### config.mk
export PLATFORM = sky130hd
export DESIGN_NAME = regwin_write_seq
export DESIGN_NICKNAME = d
export VERILOG_FILES = /design/src/rtl/rw_pkg.sv /design/src/rtl/rw_rst_sync.sv /design/src/rtl/rw_ptr_gen.sv /design/src/rtl/rw_commit_stage.sv /design/src/rtl/rw_wen_track.sv /design/src/rtl/regwin_write_seq.sv
export SDC_FILE = /design/constraint.sdc
export NUM_CORES = 1
export LEC_CHECK = 0
export BUFFER_PORTS_ARGS = -buffer_cell sky130_fd_sc_hd__buf_2
export CAP_MARGIN = 0
export CORE_MARGIN = 2
export CORE_UTILIZATION = 55
export CTS_CLUSTER_DIAMETER = 150
export DETAILED_ROUTE_END_ITERATION = 10
export HOLD_SLACK_MARGIN = 0.08
export PLACE_DENSITY_LB_ADDON = 0.2
export SLEW_MARGIN = 20
export SYNTH_ARGS = -nofsm -noshare
export SYNTH_HDL_FRONTEND = slang
export SYNTH_SLANG_ARGS = --single-unit
### constraint.sdc
create_clock -name clk -period 2.2 [get_ports clk]
set_input_delay 0.44 -clock clk [delete_from_list [all_inputs] [get_ports clk]]
set_output_delay 0.44 -clock clk [all_outputs]
set_load 0.01 [all_outputs]
### src/rtl/rw_pkg.sv
package rw_pkg;

  // Commit timing for completed bytes.
  typedef enum logic {
    COMMIT_AT_BYTE  = 1'b0,
    COMMIT_DEFERRED = 1'b1
  } commit_e;

endpackage

### src/rtl/rw_rst_sync.sv
module rw_rst_sync #(
  parameter int STAGES = 2
) (
  input  logic clk,
  input  logic rst_n_in,
  output logic rst_n_out
);

  logic [STAGES-1:0] sync_q;

  always_ff @(posedge clk or negedge rst_n_in) begin
    if (!rst_n_in) begin
      sync_q <= '0;
    end else begin
      sync_q <= {sync_q[STAGES-2:0], 1'b1};
    end
  end

  assign rst_n_out = sync_q[STAGES-1];

endmodule

### src/rtl/rw_ptr_gen.sv
module rw_ptr_gen #(
  parameter  int ADDR_W = 9,
  parameter  int BASE   = 288,
  parameter  int DEPTH  = 22,
  localparam int OFF_W  = (DEPTH > 1) ? $clog2(DEPTH) : 1
) (
  input  logic              clk,
  input  logic              rst_n,
  input  logic              load,
  input  logic [ADDR_W-1:0] start_addr,
  input  logic              out_mode,
  input  logic              adv,
  output logic [ADDR_W-1:0] ptr,
  output logic [OFF_W-1:0]  off,
  output logic              in_win
);

  localparam logic [ADDR_W-1:0] BASE_A = ADDR_W'(BASE);
  localparam logic [ADDR_W-1:0] PAIR_A = ADDR_W'(BASE + 1);
  localparam logic [ADDR_W-1:0] LAST_A = ADDR_W'(BASE + DEPTH - 1);

  logic [ADDR_W-1:0] ptr_q, ptr_d;
  logic              tog_q, tog_d;
  logic [ADDR_W-1:0] inc;

  // Wrap variant chosen by window geometry.
  generate
    if (((DEPTH & (DEPTH - 1)) == 0) && ((BASE % DEPTH) == 0)) begin : g_mask_wrap
      localparam logic [ADDR_W-1:0] MASK_A = ADDR_W'(DEPTH - 1);
      assign inc = (ptr_q & ~MASK_A) | ((ptr_q + 1'b1) & MASK_A);
    end else begin : g_cmp_wrap
      assign inc = (ptr_q == LAST_A) ? BASE_A : ptr_q + 1'b1;
    end
  endgenerate

  assign in_win = (start_addr >= BASE_A) && (start_addr <= LAST_A);

  always_comb begin
    ptr_d = ptr_q;
    tog_d = tog_q;
    if (load) begin
      ptr_d = start_addr;
      tog_d = !out_mode && ((start_addr == BASE_A) || (start_addr == PAIR_A));
    end else if (adv) begin
      if (tog_q) begin
        ptr_d = (ptr_q == BASE_A) ? PAIR_A : BASE_A;
      end else begin
        ptr_d = inc;
      end
    end
  end

  always_ff @(posedge clk or negedge rst_n) begin
    if (!rst_n) begin
      ptr_q <= BASE_A;
      tog_q <= 1'b0;
    end else if (load || adv) begin
      ptr_q <= ptr_d;
      tog_q <= tog_d;
    end
  end

  assign ptr = ptr_q;
  assign off = OFF_W'(ptr_q - BASE_A);

endmodule

### src/rtl/rw_commit_stage.sv
module rw_commit_stage
  import rw_pkg::*;
#(
  parameter int ADDR_W = 9,
  parameter int DATA_W = 8
) (
  input  logic              clk,
  input  logic              rst_n,
  input  commit_e           mode,
  input  logic              clr,
  input  logic              cap,
  input  logic [ADDR_W-1:0] cap_addr,
  input  logic [DATA_W-1:0] cap_data,
  input  logic              cap_ok,
  input  logic              flush,
  output logic              wr_stb,
  output logic [ADDR_W-1:0] wr_addr,
  output logic [DATA_W-1:0] wr_data,
  output logic              commit_ok
);

  logic              pend_v_q, pend_v_d;
  logic              pend_ok_q;
  logic [ADDR_W-1:0] pend_addr_q;
  logic [DATA_W-1:0] pend_data_q;
  logic              pend_load;

  logic              stb_q, stb_d;
  logic [ADDR_W-1:0] addr_q, sel_addr;
  logic [DATA_W-1:0] data_q, sel_data;

  always_comb begin
    stb_d    = 1'b0;
    sel_addr = cap_addr;
    sel_data = cap_data;
    if (mode == COMMIT_AT_BYTE) begin
      stb_d = cap && cap_ok;
    end else begin
      stb_d    = (cap || flush) && pend_v_q && pend_ok_q;
      sel_addr = pend_addr_q;
      sel_data = pend_data_q;
    end

    pend_load = (mode == COMMIT_DEFERRED) && cap;
    pend_v_d  = pend_v_q;
    if (clr || flush) pend_v_d = 1'b0;
    if (pend_load)    pend_v_d = 1'b1;
  end

  always_ff @(posedge clk or negedge rst_n) begin
    if (!rst_n) begin
      stb_q       <= 1'b0;
      addr_q      <= '0;
      data_q      <= '0;
      pend_v_q    <= 1'b0;
      pend_ok_q   <= 1'b0;
      pend_addr_q <= '0;
      pend_data_q <= '0;
    end else begin
      stb_q    <= stb_d;
      pend_v_q <= pend_v_d;
      if (stb_d) begin
        addr_q <= sel_addr;
        data_q <= sel_data;
      end
      if (pend_load) begin
        pend_ok_q   <= cap_ok;
        pend_addr_q <= cap_addr;
        pend_data_q <= cap_data;
      end
    end
  end

  assign wr_stb    = stb_q;
  assign wr_addr   = addr_q;
  assign wr_data   = data_q;
  assign commit_ok = stb_d;

endmodule

### src/rtl/rw_wen_track.sv
module rw_wen_track (
  input  logic clk,
  input  logic rst_n,
  input  logic clr,
  input  logic commit_ok,
  input  logic txn_end,
  output logic wen_clear
);

  logic hit_q, hit_d;
  logic clr_q, clr_d;

  always_comb begin
    clr_d = txn_end && (hit_q || commit_ok);
    if (clr || txn_end) begin
      hit_d = 1'b0;
    end else begin
      hit_d = hit_q || commit_ok;
    end
  end

  always_ff @(posedge clk or negedge rst_n) begin
    if (!rst_n) begin
      hit_q <= 1'b0;
      clr_q <= 1'b0;
    end else begin
      hit_q <= hit_d;
      clr_q <= clr_d;
    end
  end

  assign wen_clear = clr_q;

endmodule

### src/rtl/regwin_write_seq.sv
module regwin_write_seq
  import rw_pkg::*;
#(
  parameter int ADDR_W    = 9,
  parameter int DATA_W    = 8,
  parameter int BASE_ADDR = 288,
  parameter int WIN_DEPTH = 22,
  parameter int RST_SYNC  = 2
) (
  input  logic                 clk,
  input  logic                 rst_n,
  input  logic                 xfer_start,
  input  logic [ADDR_W-1:0]    start_addr,
  input  logic                 byte_done,
  input  logic [DATA_W-1:0]    byte_data,
  input  logic                 cs_rise,
  input  logic                 mode_deferred,
  input  logic                 wen,
  input  logic                 reg_protect,
  input  logic                 out_mode,
  input  logic [WIN_DEPTH-1:0] ro_map,
  output logic                 wr_stb,
  output logic [ADDR_W-1:0]    wr_addr,
  output logic [DATA_W-1:0]    wr_data,
  output logic                 wen_clear
);

  localparam int OFF_W = (WIN_DEPTH > 1) ? $clog2(WIN_DEPTH) : 1;

  logic              rst_n_s;
  logic              active_q, active_d;
  commit_e           mode_q, mode_d;
  logic [ADDR_W-1:0] ptr;
  logic [OFF_W-1:0]  off;
  logic              in_win;
  logic              cap, flush, byte_ok, commit_ok;

  rw_rst_sync #(.STAGES(RST_SYNC)) u_rst (
    .clk       (clk),
    .rst_n_in  (rst_n),
    .rst_n_out (rst_n_s)
  );

  // Transaction state: open only for an in-window start.
  always_comb begin
    active_d = active_q;
    mode_d   = mode_q;
    if (xfer_start) begin
      active_d = in_win;
      if (in_win) mode_d = commit_e'(mode_deferred);
    end else if (cs_rise) begin
      active_d = 1'b0;
    end
  end

  always_ff @(posedge clk or negedge rst_n_s) begin
    if (!rst_n_s) begin
      active_q <= 1'b0;
      mode_q   <= COMMIT_AT_BYTE;
    end else begin
      active_q <= active_d;
      mode_q   <= mode_d;
    end
  end

  assign cap     = byte_done && active_q;
  assign flush   = cs_rise && active_q;
  assign byte_ok = wen && !reg_protect && !ro_map[off];

  rw_ptr_gen #(
    .ADDR_W (ADDR_W),
    .BASE   (BASE_ADDR),
    .DEPTH  (WIN_DEPTH)
  ) u_ptr (
    .clk        (clk),
    .rst_n      (rst_n_s),
    .load       (xfer_start),
    .start_addr (start_addr),
    .out_mode   (out_mode),
    .adv        (cap),
    .ptr        (ptr),
    .off        (off),
    .in_win     (in_win)
  );

  rw_commit_stage #(
    .ADDR_W (ADDR_W),
    .DATA_W (DATA_W)
  ) u_commit (
    .clk       (clk),
    .rst_n     (rst_n_s),
    .mode      (mode_q),
    .clr       (xfer_start),
    .cap       (cap),
    .cap_addr  (ptr),
    .cap_data  (byte_data),
    .cap_ok    (byte_ok),
    .flush     (flush),
    .wr_stb    (wr_stb),
    .wr_addr   (wr_addr),
    .wr_data   (wr_data),
    .commit_ok (commit_ok)
  );

  rw_wen_track u_wen (
    .clk       (clk),
    .rst_n     (rst_n_s),
    .clr       (xfer_start),
    .commit_ok (commit_ok),
    .txn_end   (flush),
    .wen_clear (wen_clear)
  );

endmodule

==> metrics.txt <==
placed inst area=3850 um2; fin util=67.5%; Cells after Synth=367; fin nets=485; synth top area cells=dfrtp_1 (38%), mux2i_1 (5.4%), nand2_1 (4.8%), o221ai_1 (4.4%), or3b_1 (4.4%); # DRC=0; post-synth top area cell=dfrtp_1; CP Max Fanout=17; DRT Pass-1 Iters=4; final WL=7.77 mm; Max Clock Freq=0.465 GHz; placed cells=499; full die area=6740 um2; Root Driver=clkbuf_8; leak pwr=1.90 nW; die width=82.1 um; ANT cells=0; CP max stage delay=0.45 ns; Worst-path clk slew=0.11 ns; Final Hold Viols=0; Netlist cell types=48; die height=82.1 um; Setup crit start kind=flip-flop; Ys Warns=0; GRT Resource Usage Total=23.1%; routed length per instance=15.2 um; Buf+Inv Stages, Crit Path=2; layout cell share with drive strength beyond 1=28.0%; Critical Path RT=2.39 ns; Detail Route Antenna Nets=0; Layout area overhead=19.1%; Initial Util=56.7%; Filler cells=496; H-tree level count=2; Site Rows=28; start point of the critical path=u_ptr.ptr[0]; DRT iter0 DRCs=194; worst-path cell chain=buf_4 -> mux2_4 -> a311oi_2 -> a21o_2 -> buf_12 -> o221ai_1 -> or3b_1; Hold Path Class=in -> reg; Slew Viols, Final=0; Clock Latency Late Sink=0.32 ns; largest net degree at the start of global routing=52; reg-to-reg startpoint=u_ptr.ptr[0]; CTS Buf Count=5; WHS=0.335 ns; Ports=67; via count=3019; CP max stage cell=dfrtp_2; Post-DP HPWL=5.55 mm; crit path kind=reg -> reg; Post-synth ARST share=100%; arrival time of the worst setup path=2.34 ns; Slew @ Worst Pin=0.876 ns; clock buffer depth=2; Yosys top cell area share=38.0%; cell area after layout=4000 um2; worst vdd ir=323 uV; Seq cells post-synth=53; PortBufs=66; Max transition margin=41.6%; CP endpoint kind=flip-flop; RSZ-0062 raised after global routing=no; Commonest cells post-synth=dfrtp_1 (51), nand2_1 (43), a21oi_1 (25), nor2_1 (23), nand3_1 (21); CTS tree=done; global-route wire length before repair=12.1 mm; antenna violations before repair=0; vias in the first global route=2674; PD cells=556 nW/um2; Power Total=2.22 mW; average cell area after synthesis=9.15 um2; HP Start=start_addr[5]; Tmin final=2.15 ns; Post-synth EDFFs=0; DR vias/cell=5.92; Post-Syn Area=3360 um2; top-count cell post-synth=dfrtp_1; Clock Sinks=53; core area=5920 um2; Synth Net Count=418; Seq/Total Area, Yosys=39.6%; status=finished, final reports clean; total congestion overflow=0; Worst Skew=0.0150 ns; Synth Flop Type=dfrtp_1; fin crit share=97.8%; Final GP Congestion=0.820; Non-Filler Instances=510; number of max-cap violations=0; final setup vio count=0; Crit path max-delay family=compound AO/OA/AOI/OAI gates
cells by family (layout without fill, tap and decap cells):
kind of cell,after synthesis,after routing,share of synthesized area [%]
AO/OA/AOI/OAI,81,81,15.7
other,1,1,0.112
buffers and inverters,39,107,6.19
multiplexers,39,39,13.2
AND/OR/NAND/NOR,151,151,24.1
flip-flops,53,53,39.6
adder cells (fa/ha/maj),3,3,1.12
worst reg2reg max path: cells and delay by family (launching register included):
kind | cells | cell delay, ns
AOI/OAI and AO/OA | 3 | 0.58
and+or+nand+nor | 1 | 0.39
DFF | 1 | 0.45
buffers and inverters | 2 | 0.32
muxes | 1 | 0.29
registers in the layout, indices dropped and copies added (netlist names):
signal,count
active_q,1
mode_q,1
u_commit.pend_addr_q,9
u_commit.pend_data_q,8
u_commit.pend_ok_q,1
u_commit.pend_v_q,1
u_commit.wr_addr,9
u_commit.wr_data,8
u_commit.wr_stb,1
u_ptr.ptr,9
u_ptr.tog_q,1
u_rst.sync_q,2
u_wen.hit_q,1
u_wen.wen_clear,1
path summary, 6_finish.rpt:
kind	endpoint	slack [ns]	cells after the start
hold reg to reg	u_rst.sync_q[1]	0.36	0
hold / removal	u_ptr.ptr[5]	0.33	3
setup reg to reg	u_commit.wr_data[4]	0.05	7
max in group asynchronous	u_commit.pend_ok_q	1.13	1
min in group asynchronous	u_commit.wr_stb	0.40	0
setup / recovery	u_commit.wr_data[4]	0.05	7
stage by stage:
step	TNS (ns)	setup WS (ns)
final	0	0.0491
after global routing	0	0.00388
after CTS	0	0.00432
after detailed placement	-0.0321	-0.0321
after global placement	0	0.0260
after floorplan	0	0.0572
layout by cell type, fill, tap and decap left out, types with 2 or more instances in the layout:
cell type	netlist	layout
o22ai_1	3	3
buf_4	2	20
a31oi_1	2	2
nor3_1	2	2
clkbuf_8	0	5
dfrtp_1	51	48
ha_1	3	3
o221ai_1	17	17
dfrtp_2	0	3
buf_12	0	5
or4_1	3	2
nand2_1	43	43
inv_6	0	2
or3b_1	17	17
mux2i_1	18	18
mux2_1	10	10
dfstp_2	2	2
o21ai_1	18	17
a22oi_1	4	4
nand4_1	19	19
o21ai_0	3	3
nand2b_1	2	2
nor4_1	2	2
inv_1	6	6
and3_1	5	5
nor2b_1	8	8
buf_2	7	66
nor2_1	23	22
nand3_1	21	21
a21oi_1	25	25
mux2_2	8	8
mux4_2	2	2
layer usage:
metal / vias up / GRT usage, % / routed length (um)
li1: 1486 / - / -
met1: 1437 / 31.2 / 3400
met2: 86 / 39.2 / 3920
met3: 10 / 3.91 / 376
met4: 0 / 5.00 / 78
met5: - / 0 / 0
report_power, final:
| group | internal (mW) | leakage (nW) | switching [mW] |
|---|---|---|---|
| Clock | 0.233 | 0.0452 | 0.352 |
| Combinational | 0.257 | 1.23 | 0.285 |
| Sequential | 1.03 | 0.618 | 0.0630 |
final cells by class:
class / count / area, um2 / share of cell area [%]
Timing Repair Buffer: 93 / 616 / 15.4
Tap cell: 75 / 93.8 / 2.35
Sequential cell: 53 / 1330 / 33.3
Clock inverter: 3 / 25.0 / 0.626
Inverter: 6 / 22.5 / 0.563
Multi-Input combinational cell: 275 / 1840 / 46.0
Clock buffer: 5 / 68.8 / 1.72
repair_timing:
item	in CTS	in global routing
setup buffers	0	1
setup endpoints to repair	1	23
resized for setup	1	4
cloned	0	1
hold buffers	1	0
pin swaps	0	2
endpoints found under the hold margin	2	0
(Power assumes the default switching activity.)
